--- src/rtl/sleep_wake_pkg.sv ---
package sleep_wake_pkg;

  typedef enum logic [1:0] {
    ST_AWAKE = 2'd0,
    ST_WFI   = 2'd1,
    ST_WFE   = 2'd2
  } slpState_e;

  // strobes from control to datapath
  typedef struct packed {
    logic evtClr;   // consume the event register
    logic wfeWait;  // currently in a wait-for-event sleep
  } dpStrobe_t;

endpackage

--- src/rtl/sleep_wake_dp.sv ---
module sleep_wake_dp
  import sleep_wake_pkg::*;
#(
  parameter int NUM_IRQ = 8,
  parameter int PRIO_W  = 2
) (
  input  logic                      clk,
  input  logic                      rstN,
  input  dpStrobe_t                 strobe,
  input  logic                      sevPulse,
  input  logic                      extEvtIn,
  input  logic                      sevOnPend,
  input  logic [NUM_IRQ-1:0]        irqPending,
  input  logic [NUM_IRQ-1:0]        irqEnable,
  input  logic [NUM_IRQ*PRIO_W-1:0] irqPrio,
  input  logic [PRIO_W:0]           curPrio,
  output logic                      anyQual,
  output logic                      evtQ
);

  localparam int CMP_W = PRIO_W + 1;

  logic [NUM_IRQ-1:0] qualVec;
  logic [NUM_IRQ-1:0] pendPrev;
  logic [NUM_IRQ-1:0] pendRise;
  logic               evtSet;

  // per-line qualification: pending, enabled, strictly higher priority
  for (genvar gi = 0; gi < NUM_IRQ; gi++) begin : g_qual
    logic [CMP_W-1:0] linePrio;
    assign linePrio    = {1'b0, irqPrio[gi*PRIO_W +: PRIO_W]};
    assign qualVec[gi] = irqPending[gi] & irqEnable[gi] & (linePrio < curPrio);
  end

  assign anyQual  = |qualVec;
  assign pendRise = irqPending & ~pendPrev;
  assign evtSet   = sevPulse | extEvtIn | (sevOnPend & (|pendRise));

  always_ff @(posedge clk or negedge rstN) begin
    if (!rstN) begin
      pendPrev <= '0;
      evtQ     <= 1'b0;
    end else begin
      pendPrev <= irqPending;
      evtQ     <= (evtQ & ~strobe.evtClr) | evtSet;
    end
  end

  a_r7_event_set: assert property (@(posedge clk) disable iff (!rstN)
    (sevPulse || extEvtIn) |=> evtQ);

  a_r10_evt_holds: assert property (@(posedge clk) disable iff (!rstN)
    (evtQ && !strobe.evtClr) |=> evtQ);

endmodule

--- src/rtl/sleep_wake_fsm.sv ---
module sleep_wake_fsm
  import sleep_wake_pkg::*;
(
  input  logic      clk,
  input  logic      rstN,
  input  logic      wfiReq,
  input  logic      wfeReq,
  input  logic      threadReturn,
  input  logic      sleepOnExit,
  input  logic      primask,
  input  logic      anyQual,
  input  logic      evtQ,
  output dpStrobe_t strobe,
  output logic      sleeping,
  output logic      wakePulse,
  output logic      takeExc
);

  slpState_e state, stateNext;
  logic      wakeCond;
  logic      wakeNext;

  always_comb begin
    stateNext     = state;
    wakeNext      = 1'b0;
    wakeCond      = 1'b0;
    strobe.evtClr = 1'b0;
    strobe.wfeWait = (state == ST_WFE);
    unique case (state)
      ST_AWAKE: begin
        if (wfiReq) begin
          stateNext = ST_WFI;
        end else if (wfeReq) begin
          strobe.evtClr = 1'b1;
          if (!evtQ) stateNext = ST_WFE;
        end else if (threadReturn && sleepOnExit) begin
          stateNext = ST_WFI;
        end
      end
      ST_WFI: begin
        wakeCond = anyQual;
        if (wakeCond) begin
          stateNext = ST_AWAKE;
          wakeNext  = 1'b1;
        end
      end
      ST_WFE: begin
        wakeCond = anyQual | evtQ;
        if (wakeCond) begin
          stateNext     = ST_AWAKE;
          wakeNext      = 1'b1;
          strobe.evtClr = 1'b1;
        end
      end
      default: stateNext = ST_AWAKE;
    endcase
  end

  always_ff @(posedge clk or negedge rstN) begin
    if (!rstN) begin
      state     <= ST_AWAKE;
      wakePulse <= 1'b0;
    end else begin
      state     <= stateNext;
      wakePulse <= wakeNext;
    end
  end

  assign sleeping = (state != ST_AWAKE);
  assign takeExc  = (state == ST_AWAKE) & anyQual & ~primask;

  a_r6_wake_one_cycle: assert property (@(posedge clk) disable iff (!rstN)
    wakePulse |=> !wakePulse);

  a_r6_wake_ends_sleep: assert property (@(posedge clk) disable iff (!rstN)
    wakePulse |-> (!sleeping && $past(sleeping)));

  a_r5_take_when_awake: assert property (@(posedge clk) disable iff (!rstN)
    takeExc |-> (!sleeping && !primask && anyQual));

  a_r2_wfi_holds: assert property (@(posedge clk) disable iff (!rstN)
    (state == ST_WFI && !anyQual) |=> sleeping);

  a_r8_wfe_with_event: assert property (@(posedge clk) disable iff (!rstN)
    (!sleeping && wfeReq && !wfiReq && evtQ) |=> !sleeping);

endmodule

--- src/rtl/sleep_wake_ctrl.sv ---
module sleep_wake_ctrl
  import sleep_wake_pkg::*;
#(
  parameter int NUM_IRQ = 8,
  parameter int PRIO_W  = 2
) (
  input  logic                      clk,
  input  logic                      rstN,
  input  logic                      wfiReq,
  input  logic                      wfeReq,
  input  logic                      sevPulse,
  input  logic                      extEvtIn,
  input  logic                      threadReturn,
  input  logic                      sleepOnExit,
  input  logic                      sevOnPend,
  input  logic                      primask,
  input  logic [NUM_IRQ-1:0]        irqPending,
  input  logic [NUM_IRQ-1:0]        irqEnable,
  input  logic [NUM_IRQ*PRIO_W-1:0] irqPrio,
  input  logic [PRIO_W:0]           curPrio,
  output logic                      sleeping,
  output logic                      wakePulse,
  output logic                      takeExc
);

  dpStrobe_t strobe;
  logic      anyQual;
  logic      evtQ;

  sleep_wake_dp #(.NUM_IRQ(NUM_IRQ), .PRIO_W(PRIO_W)) u_dp (
    .clk        (clk),
    .rstN       (rstN),
    .strobe     (strobe),
    .sevPulse   (sevPulse),
    .extEvtIn   (extEvtIn),
    .sevOnPend  (sevOnPend),
    .irqPending (irqPending),
    .irqEnable  (irqEnable),
    .irqPrio    (irqPrio),
    .curPrio    (curPrio),
    .anyQual    (anyQual),
    .evtQ       (evtQ)
  );

  sleep_wake_fsm u_fsm (
    .clk          (clk),
    .rstN         (rstN),
    .wfiReq       (wfiReq),
    .wfeReq       (wfeReq),
    .threadReturn (threadReturn),
    .sleepOnExit  (sleepOnExit),
    .primask      (primask),
    .anyQual      (anyQual),
    .evtQ         (evtQ),
    .strobe       (strobe),
    .sleeping     (sleeping),
    .wakePulse    (wakePulse),
    .takeExc      (takeExc)
  );

endmodule

--- config.mk ---
export PLATFORM = sky130hd
export DESIGN_NAME = sleep_wake_ctrl
export DESIGN_NICKNAME = d
export VERILOG_FILES = /design/src/rtl/sleep_wake_pkg.sv /design/src/rtl/sleep_wake_dp.sv /design/src/rtl/sleep_wake_fsm.sv /design/src/rtl/sleep_wake_ctrl.sv
export SDC_FILE = /design/constraint.sdc
export NUM_CORES = 1
export LEC_CHECK = 0
export BUFFER_PORTS_ARGS = -buffer_cell sky130_fd_sc_hd__buf_2
export CAP_MARGIN = 20
export CELL_PAD_IN_SITES_DETAIL_PLACEMENT = 0
export CELL_PAD_IN_SITES_GLOBAL_PLACEMENT = 1
export CORE_UTILIZATION = 32
export DETAILED_ROUTE_END_ITERATION = 16
export GPL_TIMING_DRIVEN = 0
export PLACE_DENSITY = 0.9
export REMOVE_ABC_BUFFERS = 1
export SLEW_MARGIN = 10
export SYNTH_ARGS = -nofsm -noshare
export SYNTH_HDL_FRONTEND = slang
export SYNTH_SLANG_ARGS = --single-unit
--- constraint.sdc ---
create_clock -name clk -period 2.3 [get_ports clk]
set_input_delay 0.46 -clock clk [delete_from_list [all_inputs] [get_ports clk]]
set_output_delay 0.46 -clock clk [all_outputs]
set_load 0.03 [all_outputs]
# ---- After elaboration in Yosys (flattened, before gate mapping)
# Index checks and enable logic that the tools add are counted.
dict set report word_totals {
  reg_bits 12
  inputBits 45
}
dict set report classes {
  magnitude_cmp 8
  n_eq_ne 6
  n_mux 13
  bitwise_logic 28
  reduce_logical 6
}
# op n
set op_table {}
lappend op_table {{2-bit by 3-bit < comparator with 1-bit output} 8}
lappend op_table {{1-bit bitwise AND} 20}
lappend op_table {{8-bit OR reduction} 2}
lappend op_table {{2-bit 2-to-1 mux} 6}
lappend op_table {{8-bit bitwise AND} 1}
lappend op_table {{8-bit NOT} 1}
lappend op_table {{2-bit one-hot mux with 3 select lines} 1}
lappend op_table {{1-bit 2-to-1 mux} 4}
lappend op_table {{2-bit by 1-bit inequality test with 1-bit output (second input constant)} 2}
lappend op_table {{4-bit by 3-bit inequality test with 1-bit output (second input constant)} 1}
lappend op_table {{4-bit inequality test (second input constant)} 1}
lappend op_table {{1-bit bitwise OR} 4}
lappend op_table {{1-bit one-hot mux with 2 select lines} 2}
lappend op_table {{4-bit AND reduction} 1}
lappend op_table {{2-bit by 1-bit equality test with 1-bit output (second input constant)} 1}
lappend op_table {{2-bit equality test (second input constant)} 1}
lappend op_table {{2-bit zero test} 1}
lappend op_table {{1-bit NOT} 2}
lappend op_table {{2-bit nonzero test} 1}
lappend op_table {{1-bit logical AND} 1}

# ---- Longest topological paths before layout
# Gate-level depths: netlist of run 1.
dict set report logic_depth {
  ltp_word 9
  mapped_depth 7
}

# ---- Cells and area by module
# Synthesis of run 1 repeated with hierarchy kept, for this count alone.
dict set report hier_totals {
  cells_unflattened 97
  area_unflattened_um2 879.6
}
# mod instances cells_per_inst area_each_um2 seq_area_each_um2
set modules_own_cells {}
lappend modules_own_cells {sleep_wake_dp 1 66 599.3 225.2}
lappend modules_own_cells {sleep_wake_fsm 1 31 280.3 75.1}

# ---- Worst setup path before layout of run 1
# Ideal clock, no wire load.
dict set report synth_timing {
  path_kind {input port to output port}
  start {input port curPrio[1]}
  end {output port takeExc}
  arrival_ns 2.075
  t_required_ns 1.840
  slack_ns -0.235
  stages 5
  path_buffers 0
  path_cell_list {inv_1 > ha_1 > nor3b_1 > o2111a_2 > a211oi_1}
}
dict set report synth_between {
  elab_chain_len 5
}
# item line
set synth_lines {}
lappend synth_lines {{from (decl)} sleep_wake_ctrl.sv:20} ;# input logic [PRIO_W:0] curPrio,
lappend synth_lines {{2-bit by 3-bit < comparator with 1-bit output} sleep_wake_dp.sv:32} ;# assign qualVec[gi] = irqPending[gi] & irqEnable[gi] & (linePrio < curPrio);
lappend synth_lines {{1-bit bitwise AND} sleep_wake_dp.sv:32}
lappend synth_lines {{8-bit OR reduction *} sleep_wake_dp.sv:35} ;# assign anyQual = |qualVec;
lappend synth_lines {{1-bit bitwise AND * (2 in series)} sleep_wake_fsm.sv:70} ;# assign takeExc = (state == ST_AWAKE) & anyQual & ~primask;
lappend synth_lines {{to (decl)} sleep_wake_ctrl.sv:23} ;# output logic takeExc
# Mark *: on every way between the ends. The rest lies on a longest branch, timed or not.

# ---- Worst setup path in the final report of run 1
# Same ends and word-level chain as after synthesis.

==> impl_summary.txt, run 1 <==
----------------------------------------------------
[Timing]
  Final Max Slew Viols ... 0
  Total count of hold-check failures in the final report ... 0
  Total Negative Setup Slacks ... 0 ns
  Final critical-path share of the clock period ... 98.8%
  Number of endpoints failing setup at the final stage ... 0
  Worst Tran Pin Value ... 0.332 ns
  Highest Clock Rate ... 440 MHz
  Setup repair after global routing missed its margin ... true
  Max-slew headroom ... 77.7%
  Hold Slack ... 0.0428 ns
  Clock skew ... 0.00136 ns
  Min Clock Period, post-route ... 2.27 ns

[Route]
  Detail-routed net length per standard cell ... 13.9 um
  WL final ... 2.45 mm
  Initial DRC Count ... 1
  Post-detailed-route DRC marker count ... 0
  Via density ... 4.99
  Antenna viol nets, final ... 0
  Number of optimization iterations in the first detailed-route pass ... 2
  Total number of vias ... 879

[Yosys]
  Area fraction of the dominant cell type after synthesis ... 32.9%
  Number of standard cells after synthesis ... 93
  Portion of the post-synthesis area used by sequential elements ... 32.9%
  Cell area after synthesis ... 912 um^2
  Ys async rst share ... 100%
  Synth cell types ... 27
  Number of enable flip-flop cells after synthesis ... 0
  Syn. warnings ... 0
  Dominant cell type by area after synthesis ... sky130_fd_sc_hd__dfrtp_1
  Seq cells post-synth ... 12
  Average size of a mapped cell ... 9.81 um^2
  Ranking of synthesized cells by area ... sky130_fd_sc_hd__dfrtp_1 33%, sky130_fd_sc_hd__ha_1 15%, sky130_fd_sc_hd__nand2b_1 8.2%
  Most common flop cell mapped by yosys ... sky130_fd_sc_hd__dfrtp_1

[Layout]
  Final layout net count ... 203
  Filler Cell Count ... 222
  Top library cells by usage in the layout, fill and taps aside ... 45 x sky130_fd_sc_hd__buf_2, 15 x sky130_fd_sc_hd__inv_1, 12 x sky130_fd_sc_hd__nand2b_1, 12 x sky130_fd_sc_hd__dfrtp_1, 8 x sky130_fd_sc_hd__ha_4
  Antenna diode count ... 0
  Most common cell after layout, fill and taps aside ... sky130_fd_sc_hd__buf_2
  Fraction of layout instances using a drive strength above 1 ... 54.8%
  Synth-to-Final Area Change ... 54.7%
  Final core utilization ... 54.5%

[Setup path]
  Number of cells on the worst reg-to-reg path ... 6
  Launching element type of the critical path ... input pin
  Worst path required time ... 1.84 ns
  CP Capture Point ... takeExc
  Biggest cell delay along the critical path ... 0.28 ns
  Type of the worst setup path ... in2out
  Highest net fanout along the worst path ... 8
  Data arrival, critical path ... 1.81 ns
  Critical Path, Cell by Cell ... buf_6, clkinvlp_4, buf_12, ha_4, nor3b_4, o2111a_2, a211oi_2, buf_4
  FF-to-FF setup slack ... 0.74 ns
  Worst reg2reg path endpoint ... u_fsm.state[1]$_DFFE_PN0P_
  Buffering stage count on the worst path with inverters included ... 4
  Critical path depth ... 8
  Critical path's slowest cell ... sky130_fd_sc_hd__o2111a_2
  Worst Setup SP ... curPrio[1]
  R2r startpoint ... u_fsm.state[1]$_DFFE_PN0P_
  Crit. End Element ... output port
  Category of cells accounting for the largest share of critical-path delay ... buffers and inverters

[Clock network]
  Clock-pin transition on the worst setup and hold timing paths ... 0.08 ns
  Clock latency of the later-clocked register in the worst-skew pair ... 0.28 ns
  H-tree Lvls ... 1
  Root Driver ... sky130_fd_sc_hd__clkbuf_4
  Number of sinks handled by clock tree synthesis ... 12
  Total clock buffers created by CTS ... 3
  Clock Tree Buf Depth ... 2
  TritonCTS clock tree ... done
  Hold buffer count at CTS ... 0

[Power and ir drop]
  Power after layout ... 0.784 mW
  PD cells ... 555 nW/um^2
  Static leakage ... 0.656 nW
  Worst ir drop on vdd ... 0.000326 V

[Placed design]
  Final GP Congestion ... 0.714
  Count of buffers from port buffering ... 47
  Post-DP HPWL ... 1.81 mm

[GRT]
  Number of antenna violations at the first check in global routing ... 0
  Busiest metal layer after global routing ... met2
  GR Util met3 ... 4.22%
  Wire length of the first global-routing pass ... 4.01 mm
  Met2 track demand over resource ... 30.8%
  Met1 usage ... 18.5%
  Overall track demand over capacity in global routing ... 16.6%
  Leftover overflow at the end of global routing ... 0
  Number of global-route vias before repair ... 946
  Pin count of the biggest net entering global routing ... 17

[Die]
  Row count ... 18
  Chip Width ... 55.4 um
  Die area ... 3070 um^2
  Die span in y ... 55.4 um
  Starting density of the core ... 35.2%
  Core Region ... 2590 um^2
  Num ports ... 48

[Run status]
  Result of the run ... completed

[Worst hold path]
  Worst hold path type ... in2async

[Run]
  Max-capacitance violation count ... 0

----------------------------------------------------
Yosys cell counts, types with 2 or more instances:
cell and instances:
sky130_fd_sc_hd__nor2b_1 4, sky130_fd_sc_hd__nand2b_1 12, sky130_fd_sc_hd__a21oi_1 3, sky130_fd_sc_hd__dfrtp_1 12, sky130_fd_sc_hd__ha_1 11, sky130_fd_sc_hd__nor3_1 2, sky130_fd_sc_hd__o2111ai_1 6, sky130_fd_sc_hd__nor3b_1 2
sky130_fd_sc_hd__nor2b_2 4, sky130_fd_sc_hd__o22ai_1 4, sky130_fd_sc_hd__inv_1 16, sky130_fd_sc_hd__o2111a_2 2
metal layers:
| metal | part of all wire [%] | up-vias | routed length, um |
|---|---|---|---|
| li1 | - | 437 | - |
| met4 | 1.0 | 0 | 25 |
| met2 | 51 | 28 | 1240 |
| met5 | 0 | - | 0 |
| met1 | 43 | 409 | 1060 |
| met3 | 5.1 | 5 | 125 |
final cells by class:
type                            count  area, um^2  area share, %
Timing Repair Buffer               50         279           19.8
Clock buffer                        4        36.3           2.57
Inverter                           16        63.8           4.52
Sequential cell                    12         300           21.3
Tap cell                           30        37.5           2.66
Multi-Input combinational cell     64         694           49.2
worst min path at each step:
| stage | startpoint | end | slack [ns] | depth (start not counted) |
|---|---|---|---|---|
| after floorplan | rstN | u_dp.evtQ$_DFF_PN0_ | 0.16 | 0 |
| after global placement | rstN | u_dp.pendPrev[0]$_DFF_PN0_ | 0.34 | 1 |
| after detailed placement | rstN | u_dp.pendPrev[0]$_DFF_PN0_ | 0.35 | 1 |
| after CTS | rstN | u_fsm.state[1]$_DFFE_PN0P_ | 0.05 | 1 |
| after global routing | rstN | u_dp.pendPrev[0]$_DFF_PN0_ | 0.06 | 1 |
| final | rstN | u_dp.pendPrev[7]$_DFF_PN0_ | 0.04 | 1 |
flip-flops by register name, summed over array words and instances, names as in the netlist:
name	cells
u_dp.pendPrev	8
u_fsm.wakePulse	1
u_dp.evtQ	1
u_fsm.state	2
logic make-up (layout without fill, tap and decap cells):
group | after synthesis | after routing | synth area share (%)
mux | 2 | 2 | 2.74
buf+inv | 17 | 70 | 7.82
fa+ha+maj | 11 | 11 | 15.1
compound gates | 24 | 24 | 22.5
flops | 12 | 12 | 32.9
simple gates | 27 | 27 | 18.9
power breakdown:
part	switching [mW]	total, mW	leakage [nW]	internal, mW
Combinational	0.200	0.363	0.494	0.162
Clock	0.0744	0.171	0.0210	0.0963
Sequential	0.0126	0.250	0.141	0.238
Total	0.287	0.784	0.656	0.496
per-stage QoR:
step                instances  area [um^2]  worst slack [ns]
global route              176         1410           -0.0206
floorplan                  92          901            -0.235
detailed placement        169         1170            -0.176
CTS                       176         1330           0.00523
global placement          169         1170            -0.113
finish                    176         1410            0.0281
repair_timing:
item                                    CTS  global route
pin swaps                                 1             5
buffers inserted                          3             0
endpoints found under the setup margin    1             1
resized for setup                        10            10
No activity file was read; power rests on OpenSTA's default activity.
==> run 2, diff against run 1 <==
--- a/config.mk
+++ b/config.mk
@@ -7,13 +7,13 @@
 export LEC_CHECK = 0
 export BUFFER_PORTS_ARGS = -buffer_cell sky130_fd_sc_hd__buf_2
 export CAP_MARGIN = 20
-export CELL_PAD_IN_SITES_DETAIL_PLACEMENT = 0
-export CELL_PAD_IN_SITES_GLOBAL_PLACEMENT = 1
-export CORE_UTILIZATION = 32
+export CORE_UTILIZATION = 44
 export DETAILED_ROUTE_END_ITERATION = 16
 export GPL_TIMING_DRIVEN = 0
-export PLACE_DENSITY = 0.9
+export PLACE_DENSITY = 0.89
+export RECOVER_POWER = 25
 export REMOVE_ABC_BUFFERS = 1
+export SETUP_SLACK_MARGIN = 0.05
 export SLEW_MARGIN = 10
 export SYNTH_ARGS = -nofsm -noshare
 export SYNTH_HDL_FRONTEND = slang
==> impl_summary.txt, run 2 (synthesis gave the netlist of run 1 again) <==
----------------------------------------------------
[Timing]
  Total Negative Setup Slacks ... -0.0245 ns (-0.0245 ns)
  Clock skew ... 0.000536 ns (-0.000821 ns)
  Setup repair after global routing missed its margin ... true
  Highest Clock Rate ... 430 MHz (-2.3%)
  Hold Slack ... 0.164 ns (+0.122 ns)
  Final Max Slew Viols ... 0 (unchanged)
  Worst Tran Pin Value ... 0.627 ns (+0.295 ns)
  Total count of hold-check failures in the final report ... 0 (unchanged)
  Min Clock Period, post-route ... 2.32 ns (+0.0526 ns)
  Number of endpoints failing setup at the final stage ... 1 (+1)
  Max-slew headroom ... 58.2% (-19 points)
  Worst Slack Setup Final ... -0.0245 ns (-0.0526 ns)
  Final critical-path share of the clock period ... 101% (+2.3 points)

[Layout]
  Antenna diode count ... 0 (unchanged)
  Most common cell after layout, fill and taps aside ... sky130_fd_sc_hd__buf_2
  Storage element area ... 300 um^2 (unchanged)
  Largest register by flop count ... u_dp.pendPrev
  Multi-input combinational cell area ... 682 um^2 (-1.8%)
  Fraction of layout instances using a drive strength above 1 ... 53.0% (-1.8 points)
  Synth-to-Final Area Change ... 55.1%
  Filler Cell Count ... 159 (-28%)
  Final layout net count ... 206 (+1.5%)
  Top library cells by usage in the layout, fill and taps aside ... 44 x sky130_fd_sc_hd__buf_2, 15 x sky130_fd_sc_hd__inv_1, 12 x sky130_fd_sc_hd__dfrtp_1
  Registers with the most flip-flops ... u_dp.pendPrev (8), u_fsm.state (2)
  Largest register FFs ... 8 (unchanged)

[Placed design]
  Count of buffers from port buffering ... 47 (unchanged)
  Post-DP HPWL ... 1.87 mm (+3.1%)
  Setup slack at placement ... -0.147 ns (+0.0290 ns)
  Final GP Congestion ... 0.720 (+0.88%)

[Setup path]
  Number of cells on the worst reg-to-reg path ... 6 (unchanged)
  Highest net fanout along the worst path ... 3 (-5)
  Data arrival, critical path ... 1.86 ns (+0.05 ns)
  Cell mode on critical path ... sky130_fd_sc_hd__buf_6
  Launching element type of the critical path ... input pin
  Type of the worst setup path ... in2out
  Critical path's slowest cell ... sky130_fd_sc_hd__ha_4
  Biggest cell delay along the critical path ... 0.27 ns (about the same)
  Crit. End Element ... output port
  Worst path required time ... 1.84 ns (about the same)
  Critical Path, Cell by Cell ... buf_6, clkinvlp_4, buf_6, ha_4, nand2b_4, o2111ai_4, o2111a_2, a211oi_2, buf_4

[Clock network]
  Clock Tree Buf Depth ... 2 (unchanged)
  Number of sinks handled by clock tree synthesis ... 12 (unchanged)
  Clock latency of the later-clocked register in the worst-skew pair ... 0.28 ns (about the same)
  Clock-pin transition on the worst setup and hold timing paths ... 0.08 ns (about the same)
  Total clock buffers created by CTS ... 3 (unchanged)
  H-tree Lvls ... 1 (unchanged)
  Root Driver ... sky130_fd_sc_hd__clkbuf_4
  TritonCTS clock tree ... done
  Hold buffer count at CTS ... 0 (unchanged)

[Route]
  Post-detailed-route DRC marker count ... 0 (unchanged)
  Total number of vias ... 911 (+3.6%)
  Number of optimization iterations in the first detailed-route pass ... 4 (+2)
  Routed metal-1 wirelength ... 1.15 mm (+8.6%)
  Highest metal layer with signal wires ... met4
  Initial DRC Count ... 22 (+21)
  Antenna viol nets, final ... 0 (unchanged)
  WL final ... 2.83 mm (+16%)
  Detail-routed net length per standard cell ... 16.1 um (+16%)
  Met2 wire length ... 1.53 mm (+23%)
  Via density ... 5.18 (+3.6%)
  Metal3 WL ... 79 um (-37%)

[Die]
  Num ports ... 48 (unchanged)
  Chip Width ... 47.5 um (-14%)
  Core Region ... 1960 um^2 (-24%)
  Starting density of the core ... 46.5% (+11 points)
  Row count ... 16 (-2)
  Die area ... 2260 um^2 (-26%)
  Die span in y ... 47.5 um (-14%)

[Run]
  Max-capacitance violation count ... 0 (unchanged)

[GRT]
  Leftover overflow at the end of global routing ... 0 (unchanged)
  Pin count of the biggest net entering global routing ... 17 (unchanged)
  Wire length of the first global-routing pass ... 4.24 mm (+5.7%)
  Overall track demand over capacity in global routing ... 28.4% (+12 points)
  Number of global-route vias before repair ... 952 (+0.63%)
  Number of antenna violations at the first check in global routing ... 0 (unchanged)

[Run status]
  Violations in the final reports ... setup timing
  Result of the run ... complete, but fails checks

[Power and ir drop]
  Static leakage ... 0.668 nW (+1.8%)
  Worst ir drop on vdd ... 0.000338 V (+3.9%)
  PD cells ... 570 nW/um^2 (+2.7%)

[Worst hold path]
  Worst hold path type ... in2async

----------------------------------------------------
-- run 2: path summary, 6_finish.rpt --
| path | start | endpoint | slack, ns |
|---|---|---|---|
| worst max-delay path | curPrio[1] | takeExc | -0.02 |
| worst min-delay path | rstN | u_fsm.state[1]$_DFFE_PN0P_ | 0.16 |
| worst max register to register | u_fsm.state[0]$_DFFE_PN0P_ | u_fsm.state[1]$_DFFE_PN0P_ | 0.70 |
| worst min register to register | u_fsm.state[1]$_DFFE_PN0P_ | u_fsm.state[1]$_DFFE_PN0P_ | 0.58 |
| max in group asynchronous | rstN | u_dp.pendPrev[6]$_DFF_PN0_ | 1.73 |
| min in group clk | irqPending[0] | u_dp.pendPrev[0]$_DFF_PN0_ | 0.32 |
-- run 2: repair_timing --
item	CTS	global route
endpoints found under the setup margin	1	1
gates resized for setup	17	3
buffers inserted	5	1
pin swaps	5	5
-- run 2: metrics by stage --
step	total power, mW	cells	instance area (um^2)	utilization [%]
after detailed placement	0.571	166	1170	59.6
after global routing	0.849	176	1420	72.1
after global placement	0.554	166	1170	59.6
after CTS	0.781	175	1390	70.7
after floorplan	0.464	92	901	-
final	0.807	176	1420	72.1
-- run 2: worst max-delay path: cells and delay by family --
kind,cells,cell delay [ns]
simple gates,1,0.06
compound gates,3,0.56
buf+inv,4,0.49
fa+ha+maj,1,0.27
-- run 2: where the power goes --
part / switching, mW / leakage (nW) / internal [mW]
Sequential: 0.0154 / 0.141 / 0.238
Combinational: 0.214 / 0.506 / 0.169
Clock: 0.0741 / 0.0210 / 0.0964
-- run 2: final cells by class --
type | count | share of cell area [%]
Tap cell | 27 | 2.39
Inverter | 16 | 4.51
Multi-Input combinational cell | 64 | 48.2
Clock buffer | 4 | 2.56
Sequential cell | 12 | 21.2
Timing Repair Buffer | 53 | 21.1
-- run 2: per-layer routing --
metal | up-vias | track usage, %
met2 | 28 | 51.5
met1 | 428 | 31.0
met3 | 8 | 6.42
met5 | - | 0
met4 | 0 | 13.9
li1 | 447 | -
